--- config.mk ---
export PLATFORM = sky130hd
export DESIGN_NAME = exfwd_unit
export DESIGN_NICKNAME = d
export VERILOG_FILES = /design/src/rtl/exfwd_pkg.sv /design/src/rtl/exfwd_match.sv /design/src/rtl/exfwd_opnd_mux.sv /design/src/rtl/exfwd_record.sv /design/src/rtl/exfwd_unit.sv
export SDC_FILE = /design/constraint.sdc
export NUM_CORES = 1
export LEC_CHECK = 0
export BUFFER_PORTS_ARGS = -buffer_cell sky130_fd_sc_hd__buf_4
export CAP_MARGIN = 5
export CORE_MARGIN = 2
export CORE_UTILIZATION = 36
export DETAILED_ROUTE_END_ITERATION = 6
export HOLD_SLACK_MARGIN = 0.12
export PLACE_DENSITY = 0.77
export SLEW_MARGIN = 20
export SYNTH_ARGS = -nofsm -noshare
export SYNTH_HDL_FRONTEND = slang
export SYNTH_SLANG_ARGS = --single-unit
--- constraint.sdc ---
create_clock -name clk -period 1.53 [get_ports clk]
set_input_delay 0.0765 -clock clk [delete_from_list [all_inputs] [get_ports clk]]
set_output_delay 0.0765 -clock clk [all_outputs]
set_load 0.005 [all_outputs]
--- src/rtl/exfwd_pkg.sv ---
package exfwd_pkg;
  // Operand source choice at the entry to execute.
  typedef enum logic {
    SEL_DECODED = 1'b0,
    SEL_BYPASS  = 1'b1
  } opnd_sel_e;

  localparam int unsigned NUM_OPND = 2;
endpackage

--- src/rtl/exfwd_match.sv ---
module exfwd_match #(
  parameter int unsigned IDX_W = 4
) (
  input  logic             rec_valid,
  input  logic [IDX_W-1:0] rec_dst,
  input  logic [IDX_W-1:0] src,
  output exfwd_pkg::opnd_sel_e sel
);
  // A source is stale only against a record that holds a genuine register write.
  always_comb begin
    sel = exfwd_pkg::SEL_DECODED;
    if (rec_valid && (src == rec_dst)) sel = exfwd_pkg::SEL_BYPASS;
  end
endmodule

--- src/rtl/exfwd_opnd_mux.sv ---
module exfwd_opnd_mux #(
  parameter int unsigned DATA_W = 32
) (
  input  exfwd_pkg::opnd_sel_e sel,
  input  logic [DATA_W-1:0]    decoded,
  input  logic [DATA_W-1:0]    bypass,
  output logic [DATA_W-1:0]    opnd
);
  always_comb begin
    unique case (sel)
      exfwd_pkg::SEL_BYPASS:  opnd = bypass;
      default:                opnd = decoded;
    endcase
  end
endmodule

--- src/rtl/exfwd_record.sv ---
module exfwd_record #(
  parameter int unsigned IDX_W  = 4,
  parameter int unsigned DATA_W = 32
) (
  input  logic              clk,
  input  logic              rst_n,
  input  logic              accept,
  input  logic              wr_en,
  input  logic              res_valid,
  input  logic              squash,
  input  logic [IDX_W-1:0]  dst,
  input  logic [DATA_W-1:0] res_data,
  output logic              rec_valid,
  output logic [IDX_W-1:0]  rec_dst,
  output logic [DATA_W-1:0] rec_data
);
  // Loaded on every transfer, so an instruction with no register write
  // evicts the older result instead of letting it reach two instructions ahead.
  always_ff @(posedge clk) begin
    if (!rst_n) begin
      rec_valid <= 1'b0;
      rec_dst   <= '0;
      rec_data  <= '0;
    end else if (accept) begin
      rec_valid <= wr_en && res_valid && !squash;
      rec_dst   <= dst;
      rec_data  <= res_data;
    end
  end

  // a stall leaves the record untouched.
  p_hold_on_stall_r6: assert property (@(posedge clk) disable iff (!rst_n)
    !accept |=> $stable(rec_valid) && $stable(rec_dst) && $stable(rec_data));

  // nothing from a squashed path survives in the record.
  p_squash_clears_r7: assert property (@(posedge clk) disable iff (!rst_n)
    squash |=> !rec_valid);
endmodule

--- src/rtl/exfwd_unit.sv ---
module exfwd_unit #(
  parameter int unsigned IDX_W  = 4,
  parameter int unsigned DATA_W = 32
) (
  input  logic              clk,
  input  logic              rst_n,
  input  logic              dec_valid,
  output logic              dec_ready,
  input  logic [IDX_W-1:0]  dec_src_a,
  input  logic [IDX_W-1:0]  dec_src_b,
  input  logic [IDX_W-1:0]  dec_dst,
  input  logic              dec_wr_en,
  input  logic [DATA_W-1:0] dec_opnd_a,
  input  logic [DATA_W-1:0] dec_opnd_b,
  output logic              alu_valid,
  input  logic              alu_ready,
  output logic [DATA_W-1:0] alu_opnd_a,
  output logic [DATA_W-1:0] alu_opnd_b,
  output logic [IDX_W-1:0]  alu_dst,
  output logic              alu_wr_en,
  input  logic [DATA_W-1:0] ex_result,
  input  logic              ex_result_valid,
  input  logic              ex_br_taken,
  output logic              squash
);
  localparam int unsigned NOPND = exfwd_pkg::NUM_OPND;

  logic                         accept;
  logic                         rec_valid;
  logic [IDX_W-1:0]             rec_dst;
  logic [DATA_W-1:0]            rec_data;
  logic [NOPND-1:0][IDX_W-1:0]  src_vec;
  logic [NOPND-1:0][DATA_W-1:0] dec_vec;
  logic [NOPND-1:0][DATA_W-1:0] alu_vec;

  // Handover is a plain pass-through. Execute's back-pressure reaches decode unchanged.
  assign alu_valid = dec_valid;
  assign dec_ready = alu_ready;
  assign alu_dst   = dec_dst;
  assign alu_wr_en = dec_wr_en;
  assign accept    = dec_valid && alu_ready;

  // The branch resolves in execute, so the squash goes out in the handover cycle.
  assign squash = accept && ex_br_taken;

  assign src_vec = {dec_src_b, dec_src_a};
  assign dec_vec = {dec_opnd_b, dec_opnd_a};
  assign alu_opnd_a = alu_vec[0];
  assign alu_opnd_b = alu_vec[1];

  exfwd_record #(.IDX_W(IDX_W), .DATA_W(DATA_W)) u_record (
    .clk(clk), .rst_n(rst_n), .accept(accept), .wr_en(dec_wr_en),
    .res_valid(ex_result_valid), .squash(squash), .dst(dec_dst),
    .res_data(ex_result), .rec_valid(rec_valid), .rec_dst(rec_dst),
    .rec_data(rec_data)
  );

  for (genvar g = 0; g < NOPND; g++) begin : g_opnd
    exfwd_pkg::opnd_sel_e sel;
    exfwd_match #(.IDX_W(IDX_W)) u_match (
      .rec_valid(rec_valid), .rec_dst(rec_dst), .src(src_vec[g]), .sel(sel)
    );
    exfwd_opnd_mux #(.DATA_W(DATA_W)) u_mux (
      .sel(sel), .decoded(dec_vec[g]), .bypass(rec_data), .opnd(alu_vec[g])
    );
  end

  // a writer handed over last cycle feeds a matching operand A now.
  p_bypass_a_r2: assert property (@(posedge clk) disable iff (!rst_n)
    $past(rst_n) && $past(accept && dec_wr_en && ex_result_valid && !ex_br_taken)
    && (dec_src_a == $past(dec_dst)) |-> alu_opnd_a == $past(ex_result));

  // the same holds for operand B on its own.
  p_bypass_b_r3: assert property (@(posedge clk) disable iff (!rst_n)
    $past(rst_n) && $past(accept && dec_wr_en && ex_result_valid && !ex_br_taken)
    && (dec_src_b == $past(dec_dst)) |-> alu_opnd_b == $past(ex_result));

  // a non-writing or invalid-result predecessor yields no bypass.
  p_no_bypass_r5: assert property (@(posedge clk) disable iff (!rst_n)
    $past(rst_n) && $past(accept && !(dec_wr_en && ex_result_valid))
    |-> alu_opnd_a == dec_opnd_a && alu_opnd_b == dec_opnd_b);

  // the instruction after a squash uses its decoded operands.
  p_after_squash_r7: assert property (@(posedge clk) disable iff (!rst_n)
    $past(rst_n) && $past(squash)
    |-> alu_opnd_a == dec_opnd_a && alu_opnd_b == dec_opnd_b);

  // a squash only accompanies a real handover.
  p_squash_needs_xfer_r7: assert property (@(posedge clk) disable iff (!rst_n)
    squash |-> dec_valid && dec_ready);
endmodule

# After elaboration in Yosys (flattened, before gate mapping)
# Index checks and enable logic that the tools add are counted.
[totals] reg_bits=37 latch_bits=0 mem_bits_rw=0 romBits=0 inputBits=115 memories=0
[op_classes] addsub=0 multipliers=0 div_mod_pow=0 order_cmp=0 n_eq_ne=2 shifts=0 n_mux=4 bitwise=0 n_reduce_logical=7
[op_table] op="$mux W32" n=2
[op_table] op="$eq A4 B4 Y1" n=2
[op_table] op="$logic_and A1 B1 Y1" n=6
[op_table] op="$mux W1" n=2
[op_table] op="$logic_not A1 Y1" n=1

# Longest topological paths before layout
# Gate-level depths: netlist (run 1).
[depth] word_depth=4 mapped_depth=5 ltp_nobuf=4

# Modules after synthesis
# Synthesis (run 1) repeated with hierarchy kept, for this count alone.
[unflattened] cells_unflattened=218 area_unflattened_um2=2692.6
[modules_own_cells] mod="exfwd_record" n_inst=1 cells_each=119 area_per_inst_um2=1408.9
[modules_own_cells] mod="exfwd_opnd_mux" n_inst=2 cells_each=36 area_per_inst_um2=544.3
[modules_own_cells] mod="exfwd_match" n_inst=2 cells_each=9 area_per_inst_um2=65.1
[modules_own_cells] mod="exfwd_unit" n_inst=1 cells_each=9 area_per_inst_um2=65.1

# Worst setup path after synthesis (run 1)
# Ideal clock, no wire load.
[synth_path] path_kind="register to output" startpoint="register u_record.rec_dst[2]" endpoint="output port alu_opnd_b[10]" arrival_time_ns=1.455 t_required_ns=1.453 path_slack_ns=-0.002 stages_incl_launch_ff=5 cell_sequence="dfxtp_1 > xor2_1 > nor4_4 > buf_6 > mux2_2"
[synth_between] elab_chain_cells=4
[synth_rtl] item="start, declared" line="exfwd_record.sv:14" rtl="output logic [IDX_W-1:0] rec_dst,"
[synth_rtl] item="start signal, assigned" line="exfwd_record.sv:26" rtl="rec_dst <= dst;"
[synth_rtl] item="$eq A4 B4 Y1" line="exfwd_match.sv:12" rtl="if (rec_valid && (src == rec_dst)) sel = exfwd_pkg::SEL_BYPASS;"
[synth_rtl] item="$logic_and A1 B1 Y1" line="exfwd_match.sv:12"
[synth_rtl] item="$mux W1" line="exfwd_match.sv:12"
[synth_rtl] item="$mux W32" line="exfwd_opnd_mux.sv:10" rtl="unique case (sel)"
[synth_rtl] item="end, declared" line="exfwd_unit.sv:18" rtl="output logic [DATA_W-1:0] alu_opnd_b,"
# No other way between the ends.

# Worst setup path in the final report (run 1)
[layout_path] startpoint="register u_record.rec_dst[1]" endpoint="output port alu_opnd_b[12]"
# The elaborated chain is that of the path after synthesis.

==> flow_summary.html, run 1 <==
<table>
<tr><th>Metric</th><th>Value</th></tr>
<tr><th colspan="2">Floorplanning</th></tr>
<tr><td>Die height</td><td>around 85 um</td></tr>
<tr><td>Die area</td><td>roughly 7200 sq um</td></tr>
<tr><td>Ports placed on the boundary</td><td>roughly 190</td></tr>
<tr><td>Floorplan row count</td><td>29</td></tr>
<tr><td>Standard cell core area</td><td>roughly 6300 sq um</td></tr>
<tr><td>Initial cell density of the core</td><td>roughly 37%</td></tr>
<tr><td>Floorplan die width</td><td>85.0 um</td></tr>
<tr><th colspan="2">Placed design</th></tr>
<tr><td>Post-detailed-placement half-perimeter wirelength</td><td>approximately 5700 um</td></tr>
<tr><td>Total placed instance area</td><td>between 3000 and 4000 sq um</td></tr>
<tr><td>Port Buf Inserts</td><td>between 150 and 200</td></tr>
<tr><td>Final weighted congestion of routability-driven global placement</td><td>~0.73</td></tr>
<tr><th colspan="2">GRT</th></tr>
<tr><td>Number of antenna violations at the first check in global routing</td><td>0</td></tr>
<tr><td>Via count of the first global-routing pass</td><td>between 2,000 and 3,000</td></tr>
<tr><td>GRT Resource Usage Total</td><td>22.3%</td></tr>
<tr><td>Largest net degree at the start of global routing</td><td>38</td></tr>
<tr><td>First-pass GRT wire length</td><td>13,000 um</td></tr>
<tr><td>Remaining global-route overflow</td><td>0</td></tr>
<tr><th colspan="2">Run</th></tr>
<tr><td>Number of violations of the max-capacitance limit</td><td>0</td></tr>
<tr><th colspan="2">Outcome</th></tr>
<tr><td>Outcome</td><td>finished with violations</td></tr>
<tr><td>Failing checks</td><td>negative setup slack</td></tr>
<tr><th colspan="2">Layout</th></tr>
<tr><td>Ant diodes</td><td>0</td></tr>
<tr><td>Proportion of layout cells with a drive suffix above 1</td><td>around 58%</td></tr>
<tr><td>Post-layout net count</td><td>582</td></tr>
<tr><td>Layout overhead on the synthesized area</td><td>84.4%</td></tr>
<tr><td>Share of the core filled with cells in the final layout</td><td>between 60% and 70%</td></tr>
<tr><td>Design Area, Final</td><td>about 4400 sq um</td></tr>
<tr><th colspan="2">Yosys</th></tr>
<tr><td>Synthesized instance count</td><td>253</td></tr>
<tr><td>Count of synthesis-stage warnings from yosys</td><td>0</td></tr>
<tr><td>Seq cells post-synth</td><td>37</td></tr>
<tr><td>Synthesized netlist net count</td><td>approximately 370</td></tr>
<tr><td>Synthesized cell area</td><td>roughly 2400 sq um</td></tr>
<tr><td>Average instance area after synthesis</td><td>between 9 and 10 sq um</td></tr>
<tr><td>Proportion of netlist area held by the largest area contributor</td><td>between 30% and 40%</td></tr>
<tr><td>Fraction of the yosys area taken by sequential cells</td><td>31.4%</td></tr>
<tr><td>Biggest area consumer among synthesized cells</td><td>sky130_fd_sc_hd__dfxtp_1</td></tr>
<tr><td>Unique cell type count in the Yosys netlist</td><td>17</td></tr>
<tr><td>Dominant cells by area after synthesis</td><td>sky130_fd_sc_hd__dfxtp_1 31%, sky130_fd_sc_hd__mux2_2 26%, sky130_fd_sc_hd__nand2_1 12%</td></tr>
<tr><th colspan="2">Power</th></tr>
<tr><td>Part of the total power dissipated in combinational logic</td><td>between 30% and 40%</td></tr>
<tr><td>Leakage dissipation</td><td>roughly 0.002 uW</td></tr>
<tr><td>Clock power frac</td><td>26.4%</td></tr>
<tr><td>Reg power frac</td><td>between 40% and 50%</td></tr>
<tr><td>Worst supply voltage drop on vdd</td><td>between 0.3 and 0.4 mV</td></tr>
<tr><td>Power density normalized to cell area</td><td>around 550 nW/um^2</td></tr>
<tr><td>Design internal power</td><td>1830 uW</td></tr>
<tr><td>Switching power as a share of total power</td><td>24.1%</td></tr>
<tr><td>Net Switching</td><td>582 uW</td></tr>
<tr><th colspan="2">Timing</th></tr>
<tr><td>RSZ-0062 raised after global routing</td><td>yes</td></tr>
<tr><td>Final setup slack of the worst path</td><td>-0.450 ns</td></tr>
<tr><td>Maximum clock frequency</td><td>between 0.5 and 0.6 GHz</td></tr>
<tr><td>Post-layout minimum cycle time</td><td>approximately 2 ns</td></tr>
<tr><td>Final Hold Slack</td><td>0.130 ns</td></tr>
<tr><td>Post-route fraction of the period consumed by the critical path</td><td>129%</td></tr>
<tr><td>Slew headroom</td><td>between 70% and 80%</td></tr>
<tr><td>Number of max-slew violations in the final report</td><td>0</td></tr>
<tr><td>Slew @ Worst Pin</td><td>approximately 0.37 ns</td></tr>
<tr><td>Endpoints failing hold</td><td>0</td></tr>
<tr><td>Final TNS setup</td><td>-26.16 ns</td></tr>
<tr><td>Endpoints failing setup</td><td>64</td></tr>
<tr><td>Worst setup skew after layout</td><td>0 ns</td></tr>
<tr><th colspan="2">Route</th></tr>
<tr><td>Total DRC errors in the routed layout</td><td>0</td></tr>
<tr><td>Router iterations before antenna repair</td><td>4</td></tr>
<tr><td>Detailed Route WL</td><td>around 8300 um</td></tr>
<tr><td>Drt via density</td><td>around 4.7</td></tr>
<tr><td>DRC violation total after the first TritonRoute iteration</td><td>52</td></tr>
<tr><td>Routed len/inst</td><td>roughly 15 um</td></tr>
<tr><td>Via count</td><td>2,573</td></tr>
<tr><td>Count of nets left with antenna violations after detail routing</td><td>0</td></tr>
<tr><th colspan="2">CTS</th></tr>
<tr><td>TritonCTS clock tree</td><td>built</td></tr>
<tr><td>Maximum level of the CTS H-tree</td><td>2</td></tr>
<tr><td>Root Buffer Master</td><td>sky130_fd_sc_hd__clkbuf_8</td></tr>
<tr><td>Number of clock buffers inserted by TritonCTS</td><td>5</td></tr>
<tr><td>Clock network latency to the later pin of the worst-skew pair</td><td>0.28 ns</td></tr>
<tr><td>Clock edge transition at the registers on the reported setup and hold paths</td><td>0.07 ns</td></tr>
<tr><td>Number of clock sinks seen by CTS</td><td>37</td></tr>
<tr><td>Maximum clock path buffer count</td><td>2</td></tr>
<tr><th colspan="2">Critical path</th></tr>
<tr><td>Worst setup path class</td><td>reg -&gt; out</td></tr>
<tr><td>Data required time of the worst path</td><td>1.45 ns</td></tr>
<tr><td>Origin of the critical flop-to-flop path</td><td>u_record.rec_data[30]$_SDFFE_PN0P_</td></tr>
<tr><td>Slowest stage delay, CP</td><td>between 0.3 and 0.4 ns</td></tr>
<tr><td>Critical path fanouts, max</td><td>17</td></tr>
<tr><td>Critical-path top delay cell</td><td>sky130_fd_sc_hd__mux2_2</td></tr>
<tr><td>Critical path, cell by cell</td><td>xor2_1, nor4_4, buf_6, mux2_2, buf_4</td></tr>
<tr><td>Logic depth of the worst register-to-register path</td><td>2</td></tr>
<tr><td>Endpoint of the lowest-slack register-to-register path</td><td>u_record.rec_data[30]$_SDFFE_PN0P_</td></tr>
<tr><td>Worst reg2reg setup slack</td><td>~0.85 ns</td></tr>
<tr><td>Data arrival time of the worst path</td><td>1.90 ns</td></tr>
<tr><td>Kind of start point of the critical path</td><td>flop</td></tr>
<tr><td>Critical path capture point type</td><td>primary output</td></tr>
<tr><th colspan="2">Worst hold path</th></tr>
<tr><td>End point of the worst hold path</td><td>u_record.rec_valid$_SDFFE_PN0P_</td></tr>
<tr><td>Type of the worst min-delay path</td><td>in -&gt; reg</td></tr>
<tr><td>Cell depth of the worst min-delay path</td><td>4</td></tr>
<tr><td>Source of the worst hold timing path</td><td>ex_br_taken</td></tr>
</table>
synthesized netlist by cell type (all sizes together):
library cell / number
xnor2: 2
nor2b: 1
a21boi: 36
and3: 1
buf: 14
and2: 1
a21oi: 1
nor4: 2
xor2: 6
mux2: 64
nor3: 1
clkbuf: 11
nand2: 76
dfxtp: 37
cells by family (layout without fill, tap and decap cells):
kind of cell,count (synthesis),count (layout),share of synthesized area (%)
AOI/OAI and AO/OA,37,37,11.7
buffers and inverters,25,240,6.99
xor gates and xnor gates,8,8,2.97
and+or+nand+nor,82,82,14.9
DFF,37,37,31.4
muxes,64,64,32.1
critical path, delay by kind of cell (launching register included):
family / cells / cell delay, ns
buffers and inverters: 2 / 0.39
muxes: 1 / 0.37
DFF: 1 / 0.35
and+or+nand+nor: 1 / 0.32
xor gates and xnor gates: 1 / 0.18
per-stage QoR:
| stage | cells | setup slack (ns) | total power, uW |
|---|---|---|---|
| global placement | 498 | -0.145 | 1670 |
| CTS | 544 | -0.445 | 2440 |
| detailed placement | 498 | -0.189 | 1690 |
| floorplan | 253 | 0.0160 | 1290 |
| finish | 545 | -0.450 | 2410 |
| global route | 545 | -0.530 | 2530 |
worst max path at each step:
stage                                     startpoint  slack (ns)             end  cells past startpoint
global route        u_record.rec_dst[1]$_SDFFE_PN0P_       -0.53  alu_opnd_b[12]                      5
detailed placement  u_record.rec_dst[1]$_SDFFE_PN0P_       -0.19  alu_opnd_a[12]                      5
finish              u_record.rec_dst[1]$_SDFFE_PN0P_       -0.45  alu_opnd_b[12]                      5
CTS                 u_record.rec_dst[1]$_SDFFE_PN0P_       -0.44   alu_opnd_a[9]                      6
floorplan           u_record.rec_dst[2]$_SDFFE_PN0P_        0.02  alu_opnd_b[10]                      4
global placement    u_record.rec_dst[1]$_SDFFE_PN0P_       -0.15  alu_opnd_a[18]                      5
power groups by stage:
stage	registers [uW]	logic, uW	clock network, uW
floorplan	1050	235	0
global placement	1060	610	0
detailed placement	1060	626	0
CTS	1040	732	661
global route	1050	793	691
finish	1040	734	637
area by class of cell:
cell class | count | area, sq um
Timing Repair Buffer | 232 | 1930
Multi-Input combinational cell | 191 | 1500
Fill cell | 503 | 2000
Clock buffer | 8 | 80.1
Sequential cell | 37 | 746
Tap cell | 77 | 96.3
per-layer routing:
metal  vias to the layer above  wire length (um)  share of wire (%)  global-route usage [%]
met1                      1173              3020                 37                    23.1
met4                         0                85                1.0                    5.19
li1                       1269                 -                  -                       -
met2                       122              4530                 55                    45.5
met3                         9               619                7.5                    4.09
met5                         -                 0                  0                       0
what timing repair did:
item | CTS | global route
pin swaps | 1 | 0
hold buffers | 36 | 0
buffers inserted | 1 | 2
gates resized for setup | 36 | 10
cloned | 1 | 1
endpoints found under the hold margin | 36 | 0
endpoints found under the setup margin | 64 | 64
flip-flops by register name, summed over array words and instances (netlist names):
signal,cells
u_record.rec_data,32
u_record.rec_dst,4
u_record.rec_valid,1
layout by cell type (no fill, tap or decap), drive strengths merged:
| cell | n |
|---|---|
| a21boi | 36 |
| a21oi | 1 |
| and2 | 1 |
| and3 | 1 |
| buf | 196 |
| clkbuf | 8 |
| dfxtp | 37 |
| dlygate4sd3 | 36 |
| mux2 | 64 |
| nand2 | 76 |
| nor2b | 1 |
| nor3 | 1 |
| nor4 | 2 |
| xnor2 | 2 |
| xor2 | 6 |
Note: power is estimated with default switching activity, not from simulation.
==> inputs of run 2 (changes only) <==
Settings changed: CELL_PAD_IN_SITES_DETAIL_PLACEMENT from default to 1, CELL_PAD_IN_SITES_GLOBAL_PLACEMENT from default to 1, CORE_UTILIZATION 36 to 24, PLACE_DENSITY 0.77 to default, PLACE_DENSITY_LB_ADDON from default to 0.1.
==> flow_summary.html, run 2 (synthesized netlist as in run 1, its figures left out) <==
<table>
<tr><th>Metric</th><th>Value</th></tr>
<tr><th colspan="2">Outcome</th></tr>
<tr><td>Outcome</td><td>finished with violations (unchanged)</td></tr>
<tr><td>Failing checks</td><td>negative setup slack (unchanged)</td></tr>
<tr><th colspan="2">Critical path</th></tr>
<tr><td>Logic depth of the worst register-to-register path</td><td>2 (unchanged)</td></tr>
<tr><td>Worst setup path class</td><td>reg -&gt; out (unchanged)</td></tr>
<tr><td>Endpoint of the lowest-slack register-to-register path</td><td>u_record.rec_data[6]$_SDFFE_PN0P_ (was u_record.rec_data[30]$_SDFFE_PN0P_)</td></tr>
<tr><td>Critical path fanouts, max</td><td>9 (was 17)</td></tr>
<tr><td>Worst reg2reg setup slack</td><td>0.84 ns (was 0.85 ns)</td></tr>
<tr><td>Data arrival time of the worst path</td><td>1.92 ns (was 1.90 ns)</td></tr>
<tr><td>Kind of start point of the critical path</td><td>flop (unchanged)</td></tr>
<tr><td>Data required time of the worst path</td><td>1.45 ns (about the same)</td></tr>
<tr><td>Critical path capture point type</td><td>primary output (unchanged)</td></tr>
<tr><td>Origin of the critical flop-to-flop path</td><td>u_record.rec_data[6]$_SDFFE_PN0P_ (was u_record.rec_data[30]$_SDFFE_PN0P_)</td></tr>
<tr><th colspan="2">Layout</th></tr>
<tr><td>Max reg flops</td><td>32 (unchanged)</td></tr>
<tr><td>Largest register by flop count</td><td>u_record.rec_data (unchanged)</td></tr>
<tr><td>Number of inserted filler cells in the final layout</td><td>1,116 (was 503)</td></tr>
<tr><td>Top library cells by usage in the layout, fill and taps aside</td><td>131 x sky130_fd_sc_hd__buf_4, 76 x sky130_fd_sc_hd__nand2_1, 60 x sky130_fd_sc_hd__buf_6, 59 x sky130_fd_sc_hd__mux2_4 (was 173 x sky130_fd_sc_hd__buf_4, 76 x sky130_fd_sc_hd__nand2_1, 47 x sky130_fd_sc_hd__mux2_2, 36 x sky130_fd_sc_hd__a21boi_0, 36 x sky130_fd_sc_hd__dlygate4sd3_1)</td></tr>
<tr><td>Post-layout net count</td><td>586 (was 582)</td></tr>
<tr><td>Layout overhead on the synthesized area</td><td>106% (was 84.4%)</td></tr>
<tr><td>Post-route insts no fill</td><td>604 (was 545)</td></tr>
<tr><td>Proportion of layout cells with a drive suffix above 1</td><td>59.2% (was 58.3%)</td></tr>
<tr><td>Biggest regs</td><td>u_record.rec_data x32, u_record.rec_dst x4, u_record.rec_valid x1 (unchanged)</td></tr>
<tr><td>Most common cell after layout, fill and taps aside</td><td>sky130_fd_sc_hd__buf_4 (unchanged)</td></tr>
<tr><td>Ant diodes</td><td>0 (unchanged)</td></tr>
<tr><th colspan="2">Route</th></tr>
<tr><td>Drt via density</td><td>4.36 (was 4.72)</td></tr>
<tr><td>Detailed Route WL</td><td>9800 um (was 8260 um)</td></tr>
<tr><td>Count of nets left with antenna violations after detail routing</td><td>0 (unchanged)</td></tr>
<tr><td>Routed len/inst</td><td>16.2 um (was 15.2 um)</td></tr>
<tr><td>DRC violation total after the first TritonRoute iteration</td><td>39 (was 52)</td></tr>
<tr><td>Total DRC errors in the routed layout</td><td>0 (unchanged)</td></tr>
<tr><td>Via count</td><td>2,633 (was 2,573)</td></tr>
<tr><td>Router iterations before antenna repair</td><td>4 (unchanged)</td></tr>
<tr><th colspan="2">Worst hold path</th></tr>
<tr><td>Type of the worst min-delay path</td><td>in -&gt; reg (unchanged)</td></tr>
<tr><td>Cell depth of the worst min-delay path</td><td>4 (unchanged)</td></tr>
<tr><td>Source of the worst hold timing path</td><td>ex_br_taken (unchanged)</td></tr>
<tr><td>End point of the worst hold path</td><td>u_record.rec_valid$_SDFFE_PN0P_ (unchanged)</td></tr>
<tr><th colspan="2">Placed design</th></tr>
<tr><td>Placed cells</td><td>554 (was 498)</td></tr>
<tr><td>Post-detailed-placement half-perimeter wirelength</td><td>6390 um (was 5730 um)</td></tr>
<tr><td>Final weighted congestion of routability-driven global placement</td><td>0.733 (was 0.731)</td></tr>
<tr><td>Port Buf Inserts</td><td>186 (unchanged)</td></tr>
<tr><th colspan="2">CTS</th></tr>
<tr><td>Number of clock sinks seen by CTS</td><td>37 (unchanged)</td></tr>
<tr><td>Number of clock buffers inserted by TritonCTS</td><td>5 (unchanged)</td></tr>
<tr><td>Clock network latency to the later pin of the worst-skew pair</td><td>0.28 ns (about the same)</td></tr>
<tr><td>Root Buffer Master</td><td>sky130_fd_sc_hd__clkbuf_8 (unchanged)</td></tr>
<tr><td>Maximum clock path buffer count</td><td>2 (unchanged)</td></tr>
<tr><td>Clock edge transition at the registers on the reported setup and hold paths</td><td>0.07 ns (about the same)</td></tr>
<tr><td>TritonCTS clock tree</td><td>built (unchanged)</td></tr>
<tr><td>Maximum level of the CTS H-tree</td><td>2 (unchanged)</td></tr>
<tr><th colspan="2">Floorplanning</th></tr>
<tr><td>Initial cell density of the core</td><td>24.5% (was 37.2%)</td></tr>
<tr><td>Ports placed on the boundary</td><td>187 (unchanged)</td></tr>
<tr><td>Die height</td><td>103 um (was 85.0 um)</td></tr>
<tr><td>Standard cell core area</td><td>9640 sq um (was 6350 sq um)</td></tr>
<tr><td>Floorplan row count</td><td>36 (was 29)</td></tr>
<tr><td>Floorplan die width</td><td>103 um (was 85.0 um)</td></tr>
<tr><td>Die area</td><td>10,600 sq um (was 7220 sq um)</td></tr>
<tr><th colspan="2">Power</th></tr>
<tr><td>Part of the total power dissipated in combinational logic</td><td>32.0% (was 30.4%)</td></tr>
<tr><td>Net Switching</td><td>648 uW (was 582 uW)</td></tr>
<tr><td>Clock power frac</td><td>27.6% (was 26.4%)</td></tr>
<tr><td>Leakage dissipation</td><td>0.00222 uW (was 0.00197 uW)</td></tr>
<tr><td>Switching power as a share of total power</td><td>25.0% (was 24.1%)</td></tr>
<tr><td>Design internal power</td><td>1940 uW (was 1830 uW)</td></tr>
<tr><td>Worst supply voltage drop on vdd</td><td>0.334 mV (was 0.379 mV)</td></tr>
<tr><td>Reg power frac</td><td>40.4% (was 43.2%)</td></tr>
<tr><td>Power density normalized to cell area</td><td>532 nW/um^2 (was 555 nW/um^2)</td></tr>
<tr><th colspan="2">GRT</th></tr>
<tr><td>Number of antenna violations at the first check in global routing</td><td>0 (unchanged)</td></tr>
<tr><td>Via count of the first global-routing pass</td><td>2,826 (was 2,736)</td></tr>
<tr><td>First-pass GRT wire length</td><td>14,100 um (was 13,000 um)</td></tr>
<tr><td>GRT Resource Usage Total</td><td>17.2% (was 22.3%)</td></tr>
<tr><td>Remaining global-route overflow</td><td>0 (unchanged)</td></tr>
<tr><td>Largest net degree at the start of global routing</td><td>38 (unchanged)</td></tr>
<tr><th colspan="2">Timing</th></tr>
<tr><td>Post-layout minimum cycle time</td><td>1.99 ns (was 1.98 ns)</td></tr>
<tr><td>RSZ-0062 raised after global routing</td><td>yes (unchanged)</td></tr>
<tr><td>Slew @ Worst Pin</td><td>0.352 ns (was 0.372 ns)</td></tr>
<tr><td>Endpoints failing setup</td><td>64 (unchanged)</td></tr>
<tr><td>Post-route fraction of the period consumed by the critical path</td><td>130% (was 129%)</td></tr>
<tr><td>Worst setup skew after layout</td><td>0 ns (unchanged)</td></tr>
<tr><td>Final TNS setup</td><td>-28.02 ns (was -26.16 ns)</td></tr>
<tr><td>Maximum clock frequency</td><td>0.502 GHz (was 0.505 GHz)</td></tr>
<tr><td>Slew headroom</td><td>76.6% (was 75.2%)</td></tr>
<tr><td>Number of max-slew violations in the final report</td><td>0 (unchanged)</td></tr>
<tr><td>Final setup slack of the worst path</td><td>-0.463 ns (was -0.450 ns)</td></tr>
<tr><td>Endpoints failing hold</td><td>0 (unchanged)</td></tr>
<tr><th colspan="2">Run</th></tr>
<tr><td>Number of violations of the max-capacitance limit</td><td>0 (unchanged)</td></tr>
</table>
[run 2: worst max path at each step]
| stage | from | endpoint |
|---|---|---|
| 2_1_floorplan | u_record.rec_dst[2]$_SDFFE_PN0P_ | alu_opnd_b[10] |
| 6_report | u_record.rec_dst[2]$_SDFFE_PN0P_ | alu_opnd_a[13] |
| 4_1_cts | u_record.rec_dst[2]$_SDFFE_PN0P_ | alu_opnd_a[6] |
| 3_3_place_gp | u_record.rec_dst[2]$_SDFFE_PN0P_ | alu_opnd_b[0] |
| 3_5_place_dp | u_record.rec_dst[2]$_SDFFE_PN0P_ | alu_opnd_a[11] |
| 5_1_grt | u_record.rec_dst[2]$_SDFFE_PN0P_ | alu_opnd_b[3] |
[run 2: what timing repair did]
item                                    4_1_cts  5_1_grt
endpoints found under the hold margin        36        0
buffers inserted                              5        0
endpoints found under the setup margin       64       64
gates resized for setup                      79       52
hold buffers                                 36        0
cloned                                        3        1
pin swaps                                     2        2
[run 2: final cells by class]
cell class	count	area (sq um)	share of cell area (%)
Multi-Input combinational cell	191	1670	34.3
Tap cell	133	166	3.42
Clock buffer	7	86.3	1.77
Timing Repair Buffer	236	2200	45.2
Sequential cell	37	747	15.3
[run 2: power groups by stage]
stage | Clock, uW | Sequential [uW] | Combinational (uW)
detailed placement | 0 | 1060 | 638
finish | 714 | 1050 | 829
floorplan | 0 | 1050 | 235
global route | 788 | 1050 | 896
global placement | 0 | 1060 | 625
CTS | 753 | 1040 | 782
[run 2: per-layer routing]
layer	global-route usage [%]	part of all wire, %	vias up
met5	0	0	-
met4	3.64	0.95	0
met3	3.83	7.2	8
li1	-	-	1279
met1	19.2	37	1235
met2	33.3	55	111
[run 2: stage by stage]
| stage | hold WS [ns] | total power (uW) | utilization (%) | worst slack, ns | instance area, sq um |
|---|---|---|---|---|---|
| final | 0.127 | 2590 | 50.5 | -0.463 | 4870 |
| after global routing | 0.131 | 2740 | 50.5 | -0.531 | 4870 |
| after CTS | 0.124 | 2580 | 48.7 | -0.490 | 4700 |
| after detailed placement | 0.331 | 1700 | 39.9 | -0.198 | 3850 |
| after global placement | 0.331 | 1690 | 39.9 | -0.174 | 3850 |
| after floorplan | 0.221 | 1290 | - | 0.0160 | 2360 |
[run 2: worst max-delay path, stage by stage (launching register included)]
cell,delay [ns]
sky130_fd_sc_hd__dfxtp_4,0.38
sky130_fd_sc_hd__xnor2_2,0.11
sky130_fd_sc_hd__nand2_1,0.10
sky130_fd_sc_hd__nor4_4,0.27
sky130_fd_sc_hd__buf_6,0.18
sky130_fd_sc_hd__buf_12,0.15
sky130_fd_sc_hd__mux2_4,0.31
sky130_fd_sc_hd__buf_6,0.12
==> inputs of run 3 (changes only) <==
Settings changed: BUFFER_PORTS_ARGS -buffer_cell sky130_fd_sc_hd__buf_4 to default, CORE_UTILIZATION 24 to 39, DONT_BUFFER_PORTS from default to 1, GPL_TIMING_DRIVEN from default to 1.
==> flow_summary.html, run 3 (synthesized netlist as in run 1, its figures left out) <==
<table>
<tr><th>Metric</th><th>Value</th></tr>
<tr><th colspan="2">Outcome</th></tr>
<tr><td>Outcome</td><td>finished with violations (unchanged)</td></tr>
<tr><td>Failing checks</td><td>negative setup slack (unchanged)</td></tr>
<tr><th colspan="2">Layout</th></tr>
<tr><td>Most common cell after layout, fill and taps aside</td><td>sky130_fd_sc_hd__nand2_1 (was sky130_fd_sc_hd__buf_4)</td></tr>
<tr><td>Ant diodes</td><td>0 (unchanged)</td></tr>
<tr><td>Max reg flops</td><td>32 (unchanged)</td></tr>
<tr><td>Post-layout net count</td><td>401 (was 586)</td></tr>
<tr><td>Proportion of layout cells with a drive suffix above 1</td><td>30.3% (was 59.2%)</td></tr>
<tr><td>Biggest regs</td><td>u_record.rec_data x32, u_record.rec_dst x4, u_record.rec_valid x1 (unchanged)</td></tr>
<tr><td>Post-route insts no fill</td><td>362 (was 604)</td></tr>
<tr><td>Area of the multi-input gates</td><td>1580 sq um (was 1670 sq um)</td></tr>
<tr><td>Area used by sequential logic in the layout</td><td>746 sq um (was 747 sq um)</td></tr>
<tr><td>Largest register by flop count</td><td>u_record.rec_data (unchanged)</td></tr>
<tr><td>Number of inserted filler cells in the final layout</td><td>667 (was 1,116)</td></tr>
<tr><td>Layout overhead on the synthesized area</td><td>29.0% (was 106%)</td></tr>
<tr><td>Top library cells by usage in the layout, fill and taps aside</td><td>76 x sky130_fd_sc_hd__nand2_1, 42 x sky130_fd_sc_hd__mux2_4, 40 x sky130_fd_sc_hd__dlygate4sd3_1, 36 x sky130_fd_sc_hd__a21boi_0, 33 x sky130_fd_sc_hd__dfxtp_1 (was 131 x sky130_fd_sc_hd__buf_4, 76 x sky130_fd_sc_hd__nand2_1, 60 x sky130_fd_sc_hd__buf_6, 59 x sky130_fd_sc_hd__mux2_4)</td></tr>
<tr><th colspan="2">Timing</th></tr>
<tr><td>Final TNS setup</td><td>-19.31 ns (was -28.02 ns)</td></tr>
<tr><td>Post-route fraction of the period consumed by the critical path</td><td>122% (was 130%)</td></tr>
<tr><td>Final setup slack of the worst path</td><td>-0.335 ns (was -0.463 ns)</td></tr>
<tr><td>Endpoints failing hold</td><td>0 (unchanged)</td></tr>
<tr><td>Final Hold Slack</td><td>0.153 ns (was 0.127 ns)</td></tr>
<tr><td>Slew headroom</td><td>62.9% (was 76.6%)</td></tr>
<tr><td>Maximum clock frequency</td><td>0.536 GHz (was 0.502 GHz)</td></tr>
<tr><td>Worst setup skew after layout</td><td>0 ns (unchanged)</td></tr>
<tr><td>Slew @ Worst Pin</td><td>0.556 ns (was 0.352 ns)</td></tr>
<tr><td>Endpoints failing setup</td><td>64 (unchanged)</td></tr>
<tr><td>RSZ-0062 raised after global routing</td><td>yes (unchanged)</td></tr>
<tr><td>Post-layout minimum cycle time</td><td>1.86 ns (was 1.99 ns)</td></tr>
<tr><td>Number of max-slew violations in the final report</td><td>0 (unchanged)</td></tr>
<tr><th colspan="2">CTS</th></tr>
<tr><td>Root Buffer Master</td><td>sky130_fd_sc_hd__clkbuf_8 (unchanged)</td></tr>
<tr><td>Clock network latency to the later pin of the worst-skew pair</td><td>0.28 ns (about the same)</td></tr>
<tr><td>Number of clock sinks seen by CTS</td><td>37 (unchanged)</td></tr>
<tr><td>Maximum clock path buffer count</td><td>2 (unchanged)</td></tr>
<tr><td>TritonCTS clock tree</td><td>built (unchanged)</td></tr>
<tr><td>Maximum level of the CTS H-tree</td><td>2 (unchanged)</td></tr>
<tr><td>Clock edge transition at the registers on the reported setup and hold paths</td><td>0.07 ns (about the same)</td></tr>
<tr><td>Number of clock buffers inserted by TritonCTS</td><td>5 (unchanged)</td></tr>
<tr><th colspan="2">Route</th></tr>
<tr><td>Top Layer Used</td><td>met4 (unchanged)</td></tr>
<tr><td>Count of nets left with antenna violations after detail routing</td><td>0 (unchanged)</td></tr>
<tr><td>Total DRC errors in the routed layout</td><td>0 (unchanged)</td></tr>
<tr><td>Via count</td><td>1,914 (was 2,633)</td></tr>
<tr><td>Routed len/inst</td><td>18.3 um (was 16.2 um)</td></tr>
<tr><td>Detailed Route WL</td><td>6630 um (was 9800 um)</td></tr>
<tr><td>Router iterations before antenna repair</td><td>4 (unchanged)</td></tr>
<tr><td>Drt via density</td><td>5.29 (was 4.36)</td></tr>
<tr><td>Total routed wire length on the met1 layer</td><td>2390 um (was 3630 um)</td></tr>
<tr><td>DRC violation total after the first TritonRoute iteration</td><td>38 (was 39)</td></tr>
<tr><td>WL met2</td><td>3530 um (was 5370 um)</td></tr>
<tr><td>Met3 WL</td><td>594 um (was 706 um)</td></tr>
<tr><th colspan="2">GRT</th></tr>
<tr><td>Via count of the first global-routing pass</td><td>1,883 (was 2,826)</td></tr>
<tr><td>GRT Resource Usage Total</td><td>18.7% (was 17.2%)</td></tr>
<tr><td>Number of antenna violations at the first check in global routing</td><td>0 (unchanged)</td></tr>
<tr><td>First-pass GRT wire length</td><td>9340 um (was 14,100 um)</td></tr>
<tr><td>Remaining global-route overflow</td><td>0 (unchanged)</td></tr>
<tr><td>Largest net degree at the start of global routing</td><td>37 (was 38)</td></tr>
<tr><th colspan="2">Floorplanning</th></tr>
<tr><td>Die area</td><td>6690 sq um (was 10,600 sq um)</td></tr>
<tr><td>Standard cell core area</td><td>5890 sq um (was 9640 sq um)</td></tr>
<tr><td>Initial cell density of the core</td><td>40.1% (was 24.5%)</td></tr>
<tr><td>Die height</td><td>81.8 um (was 103 um)</td></tr>
<tr><td>Floorplan die width</td><td>81.8 um (was 103 um)</td></tr>
<tr><td>Floorplan row count</td><td>28 (was 36)</td></tr>
<tr><td>Ports placed on the boundary</td><td>187 (unchanged)</td></tr>
<tr><th colspan="2">Worst hold path</th></tr>
<tr><td>End point of the worst hold path</td><td>alu_dst[2] (was u_record.rec_valid$_SDFFE_PN0P_)</td></tr>
<tr><td>Type of the worst min-delay path</td><td>in -&gt; out (was in -&gt; reg)</td></tr>
<tr><td>Cell depth of the worst min-delay path</td><td>0 (was 4)</td></tr>
<tr><td>Source of the worst hold timing path</td><td>dec_dst[2] (was ex_br_taken)</td></tr>
<tr><th colspan="2">Run</th></tr>
<tr><td>Number of violations of the max-capacitance limit</td><td>0 (unchanged)</td></tr>
<tr><th colspan="2">Power</th></tr>
<tr><td>Power density normalized to cell area</td><td>677 nW/um^2 (was 532 nW/um^2)</td></tr>
<tr><td>Worst supply voltage drop on vdd</td><td>0.309 mV (was 0.334 mV)</td></tr>
<tr><td>Total design power</td><td>2060 uW (was 2590 uW)</td></tr>
<tr><td>Leakage dissipation</td><td>0.00117 uW (was 0.00222 uW)</td></tr>
<tr><th colspan="2">Critical path</th></tr>
<tr><td>Origin of the critical flop-to-flop path</td><td>u_record.rec_dst[0]$_SDFFE_PN0P_ (was u_record.rec_data[6]$_SDFFE_PN0P_)</td></tr>
<tr><td>Critical path capture point type</td><td>primary output (unchanged)</td></tr>
<tr><td>Worst reg2reg setup slack</td><td>0.34 ns (was 0.84 ns)</td></tr>
<tr><td>Data arrival time of the worst path</td><td>1.79 ns (was 1.92 ns)</td></tr>
<tr><td>Worst setup path class</td><td>reg -&gt; out (unchanged)</td></tr>
<tr><td>Data required time of the worst path</td><td>1.45 ns (about the same)</td></tr>
<tr><td>Kind of start point of the critical path</td><td>flop (unchanged)</td></tr>
<tr><td>Endpoint of the lowest-slack register-to-register path</td><td>u_record.rec_dst[0]$_SDFFE_PN0P_ (was u_record.rec_data[6]$_SDFFE_PN0P_)</td></tr>
<tr><td>Logic depth of the worst register-to-register path</td><td>3 (was 2)</td></tr>
<tr><td>Critical path fanouts, max</td><td>32 (was 9)</td></tr>
<tr><th colspan="2">Placed design</th></tr>
<tr><td>Port Buf Inserts</td><td>0 (was 186)</td></tr>
<tr><td>Post-detailed-placement half-perimeter wirelength</td><td>4320 um (was 6390 um)</td></tr>
<tr><td>Placed cells</td><td>309 (was 554)</td></tr>
<tr><td>Final weighted congestion of routability-driven global placement</td><td>0.639 (was 0.733)</td></tr>
<tr><td>Worst setup slack after placement</td><td>-0.0476 ns (was -0.198 ns)</td></tr>
</table>
run 3: cell types whose count changed in the layout (fill, tap and decap cells not counted), sizes merged:
cell,change
buf,-188
dlygate4sd3,+4
run 3: critical path: stages (launching register included):
cell and delay (ns):
sky130_fd_sc_hd__dfxtp_2 0.34, sky130_fd_sc_hd__xor2_1 0.19, sky130_fd_sc_hd__nor4_4 0.31, sky130_fd_sc_hd__buf_12 0.27, sky130_fd_sc_hd__mux2_2 0.38
run 3: where the power goes:
| part | internal, uW | switching (uW) | leakage (uW) |
|---|---|---|---|
| logic | 220 | 146 | 0.000830 |
| registers | 1010 | 35.2 | 0.000304 |
| clock network | 324 | 329 | 0.0000395 |
run 3: worst max path at each step:
stage / from / endpoint / cells after the start
global placement: u_record.rec_dst[0]$_SDFFE_PN0P_ / alu_opnd_a[21] / 4
floorplan: u_record.rec_dst[2]$_SDFFE_PN0P_ / alu_opnd_b[10] / 4
finish: u_record.rec_dst[0]$_SDFFE_PN0P_ / alu_opnd_a[18] / 4
CTS: u_record.rec_dst[0]$_SDFFE_PN0P_ / alu_opnd_a[21] / 4
detailed placement: u_record.rec_dst[0]$_SDFFE_PN0P_ / alu_opnd_a[21] / 4
global route: u_record.rec_dst[0]$_SDFFE_PN0P_ / alu_opnd_a[21] / 4
run 3: timing repair:
action	4_1_cts	5_1_grt
resized for setup	49	2
endpoints found under the hold margin	37	0
hold buffers	41	0
cloned	2	0
pin swaps	0	0
setup buffers	2	0
setup endpoints to repair	64	64
run 3: stage by stage:
stage | cell area (sq um) | util, %
final | 3050 | 51.7
after global routing | 3050 | 51.7
after CTS | 3040 | 51.7
after detailed placement | 2350 | 39.9
after global placement | 2350 | 39.9
after floorplan | 2360 | -
run 3: routing by layer:
layer	vias to the layer above	global-route usage, %
met5	-	0
met4	0	6.33
met3	8	5.93
met2	106	34.8
met1	886	19.7
li1	914	-
run 3: area by class of cell:
type | instances | share of cell area [%]
clock buffers | 8 | 2.63
multi-input cells | 191 | 52.0
flip-flops and latches | 37 | 24.5
well taps | 75 | 3.08
repair buffers | 51 | 17.8
